**src/rtl/adc_seq_pkg.sv**
```systemverilog
package adc_seq_pkg;
  localparam int CHAN_W = 4;
  localparam int REF_W  = 2;
  localparam int DATA_W = CHAN_W + REF_W;

  typedef struct packed {
    logic [REF_W-1:0]  refsel;
    logic [CHAN_W-1:0] chan;
  } sel_t;

  typedef enum logic [1:0] {
    A_CTRL = 2'd0,
    A_SEL  = 2'd1,
    A_FLAG = 2'd2
  } addr_e;

  typedef enum logic [1:0] {
    SLP_IDLE  = 2'd0,
    SLP_QUIET = 2'd1,
    SLP_DEEP  = 2'd2,
    SLP_STBY  = 2'd3
  } sleep_e;
endpackage

```
**src/rtl/adc_conv_timer.sv**
```systemverilog
module adc_conv_timer #(
  parameter int SHORT_CYC = 13,
  parameter int LONG_CYC  = 25
) (
  input  logic clk,
  input  logic rst_n,
  input  logic tick_i,
  input  logic start_i,
  input  logic abort_i,
  input  logic long_i,
  output logic busy_o,
  output logic sample_o,
  output logic held_o,
  output logic done_o
);
  localparam int CNT_W = $clog2(LONG_CYC + 1);

  logic             busy_q, busy_d;
  logic [CNT_W-1:0] cnt_q, cnt_d;
  logic [CNT_W-1:0] last_idx;

  always_comb begin
    last_idx = long_i ? CNT_W'(LONG_CYC - 1) : CNT_W'(SHORT_CYC - 1);
    sample_o = busy_q && tick_i && (cnt_q == '0);
    held_o   = busy_q && (cnt_q != '0);
    done_o   = busy_q && tick_i && (cnt_q == last_idx) && !abort_i;
  end

  always_comb begin
    busy_d = busy_q;
    cnt_d  = cnt_q;
    if (abort_i) begin
      busy_d = 1'b0;
      cnt_d  = '0;
    end else if (start_i) begin
      busy_d = 1'b1;
      cnt_d  = '0;
    end else if (done_o) begin
      busy_d = 1'b0;
      cnt_d  = '0;
    end else if (busy_q && tick_i) begin
      cnt_d = cnt_q + 1'b1;
    end
  end

  always_ff @(posedge clk or negedge rst_n) begin
    if (!rst_n) begin
      busy_q <= 1'b0;
      cnt_q  <= '0;
    end else begin
      busy_q <= busy_d;
      cnt_q  <= cnt_d;
    end
  end

  assign busy_o = busy_q;

  // the count never runs past the longest conversion
  p_cnt_bound_r3: assert property (@(posedge clk) disable iff (!rst_n)
    busy_q |-> (cnt_q <= CNT_W'(LONG_CYC - 1)));

  // a completion without restart leaves the timer idle
  p_done_idle_r2: assert property (@(posedge clk) disable iff (!rst_n)
    (done_o && !start_i) |=> !busy_o);
endmodule

```
**src/rtl/adc_sel_buf.sv**
```systemverilog
module adc_sel_buf
  import adc_seq_pkg::*;
(
  input  logic              clk,
  input  logic              rst_n,
  input  logic              wr_i,
  input  sel_t              wr_sel_i,
  input  logic              win_i,
  input  logic              latch_i,
  output logic [CHAN_W-1:0] pend_chan_o,
  output sel_t              conv_o,
  output logic              conv_ref_new_o
);
  sel_t pend_q, pend_d;
  sel_t act_q, act_d;
  sel_t conv_q, conv_d;
  logic dirty_q, dirty_d;
  logic cdirty_q, cdirty_d;
  logic ref_chg;

  always_comb begin
    pend_d   = wr_i ? wr_sel_i : pend_q;
    act_d    = win_i ? pend_q : act_q;
    ref_chg  = (act_d.refsel != act_q.refsel);
    dirty_d  = ref_chg ? 1'b1 : (latch_i ? 1'b0 : dirty_q);
    conv_d   = latch_i ? act_q : conv_q;
    cdirty_d = latch_i ? dirty_q : cdirty_q;
  end

  always_ff @(posedge clk or negedge rst_n) begin
    if (!rst_n) begin
      pend_q   <= '0;
      act_q    <= '0;
      conv_q   <= '0;
      dirty_q  <= 1'b0;
      cdirty_q <= 1'b0;
    end else begin
      pend_q   <= pend_d;
      act_q    <= act_d;
      conv_q   <= conv_d;
      dirty_q  <= dirty_d;
      cdirty_q <= cdirty_d;
    end
  end

  assign pend_chan_o    = pend_q.chan;
  assign conv_o         = conv_q;
  assign conv_ref_new_o = cdirty_q;

  // a sampled conversion inherits the pending reference-change mark
  p_ref_mark_r7: assert property (@(posedge clk) disable iff (!rst_n)
    (latch_i && dirty_q) |=> conv_ref_new_o);
endmodule

```
**src/rtl/adc_seq_ctrl.sv**
```systemverilog
module adc_seq_ctrl
  import adc_seq_pkg::*;
#(
  parameter int RES_W     = 10,
  parameter int SHORT_CYC = 13,
  parameter int LONG_CYC  = 25
) (
  input  logic              clk,
  input  logic              rst_n,
  input  logic              adc_tick_i,
  input  logic              wr_en_i,
  input  logic [1:0]        wr_addr_i,
  input  logic [DATA_W-1:0] wr_data_i,
  input  logic              start_i,
  input  logic              cpu_halt_i,
  input  logic [1:0]        sleep_kind_i,
  input  logic [RES_W-1:0]  core_code_i,
  output logic              core_sample_o,
  output logic [CHAN_W-1:0] core_chan_o,
  output logic [REF_W-1:0]  core_ref_o,
  output logic              busy_o,
  output logic              irq_flag_o,
  output logic              irq_o,
  output logic [RES_W-1:0]  result_o,
  output logic              stale_o
);
  logic rst_meta_q, rst_sync_n;

  always_ff @(posedge clk or negedge rst_n) begin
    if (!rst_n) begin
      rst_meta_q <= 1'b0;
      rst_sync_n <= 1'b0;
    end else begin
      rst_meta_q <= 1'b1;
      rst_sync_n <= rst_meta_q;
    end
  end

  logic en_q, en_d, free_q, free_d, ie_q, ie_d;
  logic first_q, first_d, flag_q, flag_d, halt_q;
  logic stale_q, stale_d;
  logic [RES_W-1:0] result_q, result_d;

  logic wr_ctrl, wr_sel, wr_flag;
  logic busy, held, done, sample;
  logic free_run, quiet_kind, halt_rise;
  logic sw_start, nap_start, conv_start, win;
  logic [CHAN_W-1:0] pend_chan;
  sel_t conv_sel;
  logic conv_ref_new;
  sleep_e kind;

  always_comb begin
    kind       = sleep_e'(sleep_kind_i);
    wr_ctrl    = wr_en_i && (addr_e'(wr_addr_i) == A_CTRL);
    wr_sel     = wr_en_i && (addr_e'(wr_addr_i) == A_SEL);
    wr_flag    = wr_en_i && (addr_e'(wr_addr_i) == A_FLAG);
    free_run   = en_q && free_q;
    quiet_kind = (kind == SLP_IDLE) || (kind == SLP_QUIET);
    halt_rise  = cpu_halt_i && !halt_q;
    sw_start   = start_i && en_q && !busy;
    nap_start  = halt_rise && quiet_kind && en_q && !busy && !free_q && ie_q;
    conv_start = sw_start || nap_start || (done && free_run);
    win        = !free_run || held || (!busy && flag_q);
  end

  always_comb begin
    en_d     = wr_ctrl ? wr_data_i[0] : en_q;
    free_d   = wr_ctrl ? wr_data_i[1] : free_q;
    ie_d     = wr_ctrl ? wr_data_i[2] : ie_q;
    if (wr_ctrl && wr_data_i[0] && !en_q) first_d = 1'b1;
    else if (done)                         first_d = 1'b0;
    else                                   first_d = first_q;
    if (done)                         flag_d = 1'b1;
    else if (wr_flag && wr_data_i[0]) flag_d = 1'b0;
    else                              flag_d = flag_q;
    result_d = done ? core_code_i : result_q;
    stale_d  = done ? (conv_ref_new || (free_run && (conv_sel.chan != pend_chan)))
                    : stale_q;
  end

  always_ff @(posedge clk or negedge rst_sync_n) begin
    if (!rst_sync_n) begin
      en_q     <= 1'b0;
      free_q   <= 1'b0;
      ie_q     <= 1'b0;
      first_q  <= 1'b0;
      flag_q   <= 1'b0;
      halt_q   <= 1'b0;
      stale_q  <= 1'b0;
      result_q <= '0;
    end else begin
      en_q     <= en_d;
      free_q   <= free_d;
      ie_q     <= ie_d;
      first_q  <= first_d;
      flag_q   <= flag_d;
      halt_q   <= cpu_halt_i;
      stale_q  <= stale_d;
      result_q <= result_d;
    end
  end

  adc_conv_timer #(
    .SHORT_CYC (SHORT_CYC),
    .LONG_CYC  (LONG_CYC)
  ) i_timer (
    .clk      (clk),
    .rst_n    (rst_sync_n),
    .tick_i   (adc_tick_i),
    .start_i  (conv_start),
    .abort_i  (!en_q),
    .long_i   (first_q),
    .busy_o   (busy),
    .sample_o (sample),
    .held_o   (held),
    .done_o   (done)
  );

  adc_sel_buf i_selbuf (
    .clk            (clk),
    .rst_n          (rst_sync_n),
    .wr_i           (wr_sel),
    .wr_sel_i       (sel_t'(wr_data_i)),
    .win_i          (win),
    .latch_i        (sample),
    .pend_chan_o    (pend_chan),
    .conv_o         (conv_sel),
    .conv_ref_new_o (conv_ref_new)
  );

  assign core_sample_o = sample;
  assign core_chan_o   = conv_sel.chan;
  assign core_ref_o    = conv_sel.refsel;
  assign busy_o        = busy;
  assign irq_flag_o    = flag_q;
  assign irq_o         = flag_q && ie_q;
  assign result_o      = result_q;
  assign stale_o       = stale_q;

  // an accepted software start makes the timer busy
  p_start_busy_r2: assert property (@(posedge clk) disable iff (!rst_sync_n)
    (start_i && en_q && !busy_o) |=> busy_o);

  // every completion leaves the flag set
  p_done_flag_r8: assert property (@(posedge clk) disable iff (!rst_sync_n)
    done |=> irq_flag_o);

  // a disabled sequencer is idle one clock later
  p_off_idle_r11: assert property (@(posedge clk) disable iff (!rst_sync_n)
    !en_q |=> !busy_o);

  // the core samples only inside a conversion
  p_sample_busy_r5: assert property (@(posedge clk) disable iff (!rst_sync_n)
    core_sample_o |-> busy_o);

  // between samples the selection shown to the core does not move
  p_core_hold_r5: assert property (@(posedge clk) disable iff (!rst_sync_n)
    !core_sample_o |=> $stable(core_chan_o) && $stable(core_ref_o));

  // a qualifying halt into a quiet sleep state starts a conversion
  p_nap_start_r10: assert property (@(posedge clk) disable iff (!rst_sync_n)
    (cpu_halt_i && !halt_q && quiet_kind && en_q && !busy_o && !free_q && ie_q)
      |=> busy_o);
endmodule

```
**config.mk**
```make
export PLATFORM = sky130hd
export DESIGN_NAME = adc_seq_ctrl
export DESIGN_NICKNAME = d
export VERILOG_FILES = /design/src/rtl/adc_seq_pkg.sv /design/src/rtl/adc_conv_timer.sv /design/src/rtl/adc_sel_buf.sv /design/src/rtl/adc_seq_ctrl.sv
export SDC_FILE = /design/constraint.sdc
export NUM_CORES = 1
export LEC_CHECK = 0
export CAP_MARGIN = 10
export CORE_ASPECT_RATIO = 1.75
export CORE_MARGIN = 2
export CORE_UTILIZATION = 43
export CTS_BUF_LIST = sky130_fd_sc_hd__clkbuf_16
export DETAILED_ROUTE_END_ITERATION = 12
export HOLD_SLACK_MARGIN = 0.1
export PLACE_DENSITY_LB_ADDON = 0.15
export SKIP_LAST_GASP = 1
export SYNTH_ARGS = -nofsm -noshare
export SYNTH_HDL_FRONTEND = slang
export SYNTH_SLANG_ARGS = --single-unit
```
**constraint.sdc**
```tcl
create_clock -name clk -period 1.4 [get_ports clk]
set_input_delay 0.28 -clock clk [delete_from_list [all_inputs] [get_ports clk]]
set_output_delay 0.28 -clock clk [all_outputs]
set_load 0.02 [all_outputs]
```
==> summary.md <==
| Metric | Value |
|---|---|
| Ratio of cells with drive above 1 in the final layout | `0.375` |
| Total global routing overflow | `0` |
| Number of enable flip-flop cells after synthesis | `0` |
| First-pass GRT wire length | `6.84 mm` |
| Crit path cell chain | `buf_6 -> mux2_4 -> or4b_4 -> buf_12 -> mux2_4` |
| Fin nets | `251` |
| Number of cells after detailed placement | `262` |
| Total routed wirelength | `4.27 mm` |
| # port buffers | `45` |
| Global placement routability congestion | `0.848` |
| Final Max Slew Viols | `0` |
| Detailed placer's ending HPWL | `3.17 mm` |
| Die span in x | `55.0 µm` |
| Violated checks | `setup timing` |
| Gate count after technology mapping | `145` |
| Buffer type at the clock tree root | `sky130_fd_sc_hd__clkbuf_16` |
| Dominant cell by count in the synthesized netlist | `sky130_fd_sc_hd__dfrtp_1` |
| Startpoint types | `flip-flop` |
| Total power density per cell area | `1300 nW/µm²` |
| Crit-path most repeated cell | `sky130_fd_sc_hd__mux2_4` |
| Reg-to-reg setup timing slack | `-520 ps` |
| Max Fclk | `521 MHz` |
| Warnings from Yosys | `0` |
| Aggregate global-route resource usage | `0.186` |
| Yosys cell types | `32` |
| Clock-pin slew of the registers on the worst-case setup and hold paths | `60 ps` |
| Post-detailed-route wirelength per cell | `~16 µm` |
| Largest net degree at the start of global routing | `30` |
| Floorplan die area | `~5000 µm²` |
| # setup viols final | `34` |
| # DRC | `0` |
| Unrepaired setup endpoints after global routing | `true` |
| Number of flip-flops and latches in the synthesized netlist | `45` |
| Final total power | `3750 µW` |
| CTS tree | `yes` |
| Class of the tightest hold or removal check | `in -> async` |
| Top cells by area, synth | `sky130_fd_sc_hd__dfrtp_1 58%, sky130_fd_sc_hd__mux2_2 14%, sky130_fd_sc_hd__mux2_4 6.1%, sky130_fd_sc_hd__xnor2_1 2.2%, sky130_fd_sc_hd__nand2_1 2.1%` |
| Final period utilization | `1.37` |
| Total vias in the final route | `1403` |
| Number of inserted diodes | `0` |
| Kind of end point of the critical path | `flip-flop` |
| Part of the Yosys area used for sequential elements | `0.576` |
| Register area | `1130 µm²` |
| Area Growth Syn to Fin | `48.1%` |
| Crit Reg-Reg Endpoint | `result_o[9]$_DFFE_PN0P_` |
| Pre-CTS setup slack | `-674 ps` |
| Synth cell count leaders | `45 x sky130_fd_sc_hd__dfrtp_1, 24 x sky130_fd_sc_hd__mux2_2, 11 x sky130_fd_sc_hd__nand2_1` |
| Clock Tree Buf Depth | `2` |
| Average instance area after synthesis | `13.5 µm²` |
| Filler cell count | `348` |
| Number of sinks handled by clock tree synthesis | `45` |
| Crit Path Class | `reg -> reg` |
| Reported max-cap violation count | `0` |
| Max stage delay cell, worst path | `sky130_fd_sc_hd__or4b_4` |
| Total negative slack | `-12020 ps` |
| Cell type with the largest total area after synthesis | `sky130_fd_sc_hd__dfrtp_1` |
| IR drop worst, VDD | `1.10 mV` |
| Die span in y | `93.2 µm` |
| Vias per cell | `5.10` |
| Non-Filler Instances | `275` |
| Std-Cell Core Area | `4400 µm²` |
| Pre-antenna DRT Iters | `4` |
| Initial antenna violation count | `0` |
| Iter 0 DRT Violations | `17` |
| Initial Util | `0.444` |
| Fraction of synthesis flops using an asynchronous set or reset pin | `1.00` |
| Number of cells on the worst reg-to-reg path | `5` |
| Result of the run | `finished, violations left` |
| Depth of the CTS H-tree | `2` |
| Clock insertion delay at the later pin of the skew report | `280 ps` |
| Combined area of all synthesized cells | `a little under 2000 µm²` |
| Net count after synthesis | `173` |
| Row Count | `32` |
| Via count of the first global-routing pass | `around 1500` |
| Number of primary I/O pins | `47` |
| CTS Buf Count | `5` |
| Footprint of the multi-input gates | `850 µm²` |
| Clock Skews | `around 3.2 ps` |
| Proportion of netlist area held by the largest area contributor | `0.576` |
| Static Leak | `0.00141 µW` |
| Post-CTS Hold Buffers | `0` |
| CP max stage delay | `550 ps` |
| Beginning of the worst register-to-register path | `i_timer.cnt_q[4]$_DFFE_PN0P_` |
| Required time at the endpoint of the critical path | `1560 ps` |
| Time the final worst path needs with I/O delays and setup | `1920 ps` |
| Max Fanout on Critical Path | `13` |
| Final Hold Violating Endpoints | `0` |
| Worst path setup slack after routing | `-518 ps` |
| Most used flip-flop cell after synthesis | `sky130_fd_sc_hd__dfrtp_1` |
| Antenna Violating Nets Remaining | `0` |
| Crit path arrival time | `2080 ps` |
[sequential cells by signal (all words and copies together) (netlist names)]
name,cells
i_selbuf.act_q,6
stale_o,1
i_selbuf.dirty_q,1
first_q,1
i_timer.cnt_q,5
i_selbuf.pend_chan_o,4
irq_flag_o,1
i_selbuf.conv_o,6
halt_q,1
rst_meta_q,1
i_timer.busy_o,1
en_q,1
free_q,1
i_selbuf.pend_q,2
result_o,10
i_selbuf.conv_ref_new_o,1
rst_sync_n,1
ie_q,1
[cells by family (layout without fill, tap and decap cells)]
kind of cell | after synthesis | in the layout | synth area share
DFF | 45 | 45 | 0.576
muxes | 33 | 33 | 0.205
and+or+nand+nor | 32 | 32 | 0.0858
AOI/OAI and AO/OA | 14 | 14 | 0.0487
xor gates and xnor gates | 9 | 9 | 0.0403
buffers and inverters | 9 | 88 | 0.0294
adders and majority gates | 2 | 2 | 0.0128
other | 1 | 1 | 0.00192
[where the power goes]
part	total (µW)	internal [µW]	switching, µW
Sequential	1680	1520	162
Combinational	976	542	434
Clock	1090	647	445
[critical path, delay by kind of cell, from the launching register on]
family | cells | cell delay (ps)
muxes | 2 | 560
and+or+nand+nor | 1 | 550
buffers and inverters | 2 | 290
DFF | 1 | 390
[worst max path at each step]
stage	cells past startpoint	start	to
finish	5	i_timer.cnt_q[4]$_DFFE_PN0P_	result_o[9]$_DFFE_PN0P_
global route	5	i_timer.cnt_q[4]$_DFFE_PN0P_	result_o[8]$_DFFE_PN0P_
CTS	5	i_timer.cnt_q[4]$_DFFE_PN0P_	result_o[9]$_DFFE_PN0P_
detailed placement	5	adc_tick_i	result_o[9]$_DFFE_PN0P_
global placement	7	i_timer.cnt_q[0]$_DFFE_PN0P_	core_sample_o
floorplan	5	i_timer.cnt_q[2]$_DFFE_PN0P_	result_o[3]$_DFFE_PN0P_
[cells in the final DEF (no fill, tap or decap), types with 2 or more instances in the layout]
cell type and n:
sky130_fd_sc_hd__mux2_2 18, sky130_fd_sc_hd__buf_12 2, sky130_fd_sc_hd__xor2_1 4, sky130_fd_sc_hd__clkbuf_16 5, sky130_fd_sc_hd__nand3_1 2, sky130_fd_sc_hd__o21ai_0 4, sky130_fd_sc_hd__nand2_1 10, sky130_fd_sc_hd__a21oi_1 3
sky130_fd_sc_hd__xnor2_1 5, sky130_fd_sc_hd__mux2_4 14, sky130_fd_sc_hd__buf_6 6, sky130_fd_sc_hd__dfrtp_1 44, sky130_fd_sc_hd__inv_1 7, sky130_fd_sc_hd__buf_4 21, sky130_fd_sc_hd__nor2_1 5, sky130_fd_sc_hd__dlygate4sd2_1 17
sky130_fd_sc_hd__clkdlybuf4s50_1 24, sky130_fd_sc_hd__and2_1 2, sky130_fd_sc_hd__nand4_1 2
[area by class of cell]
cell class                      count  area share
Sequential cell                    45       0.390
Multi-Input combinational cell     91       0.294
Timing Repair Buffer               74       0.239
Clock buffer                        5      0.0432
Tap cell                           51      0.0220
Inverter                            6     0.00778
Clock inverter                      3     0.00519
[metal layers]
layer  share of wire  up-vias  track usage
li1                -      656            -
met1            0.36      707        0.182
met2            0.59       33        0.351
met3           0.036        7       0.0351
met4           0.016        0       0.0752
met5               0        -            0
[stage by stage]
step,hold slack [ps],cell area (µm²),utilization
after CTS,154,2880,0.655
final,158,2890,0.657
after floorplan,-15.6,1960,-
after global placement,183,2650,0.601
after global routing,157,2890,0.657
after detailed placement,190,2650,0.601
[timing repair]
action                     CTS  global route
buffers inserted             4             2
pin swaps                    3             0
gates resized for setup     52             7
setup endpoints to repair   54            36
Power figures use the tool's default switching activity.
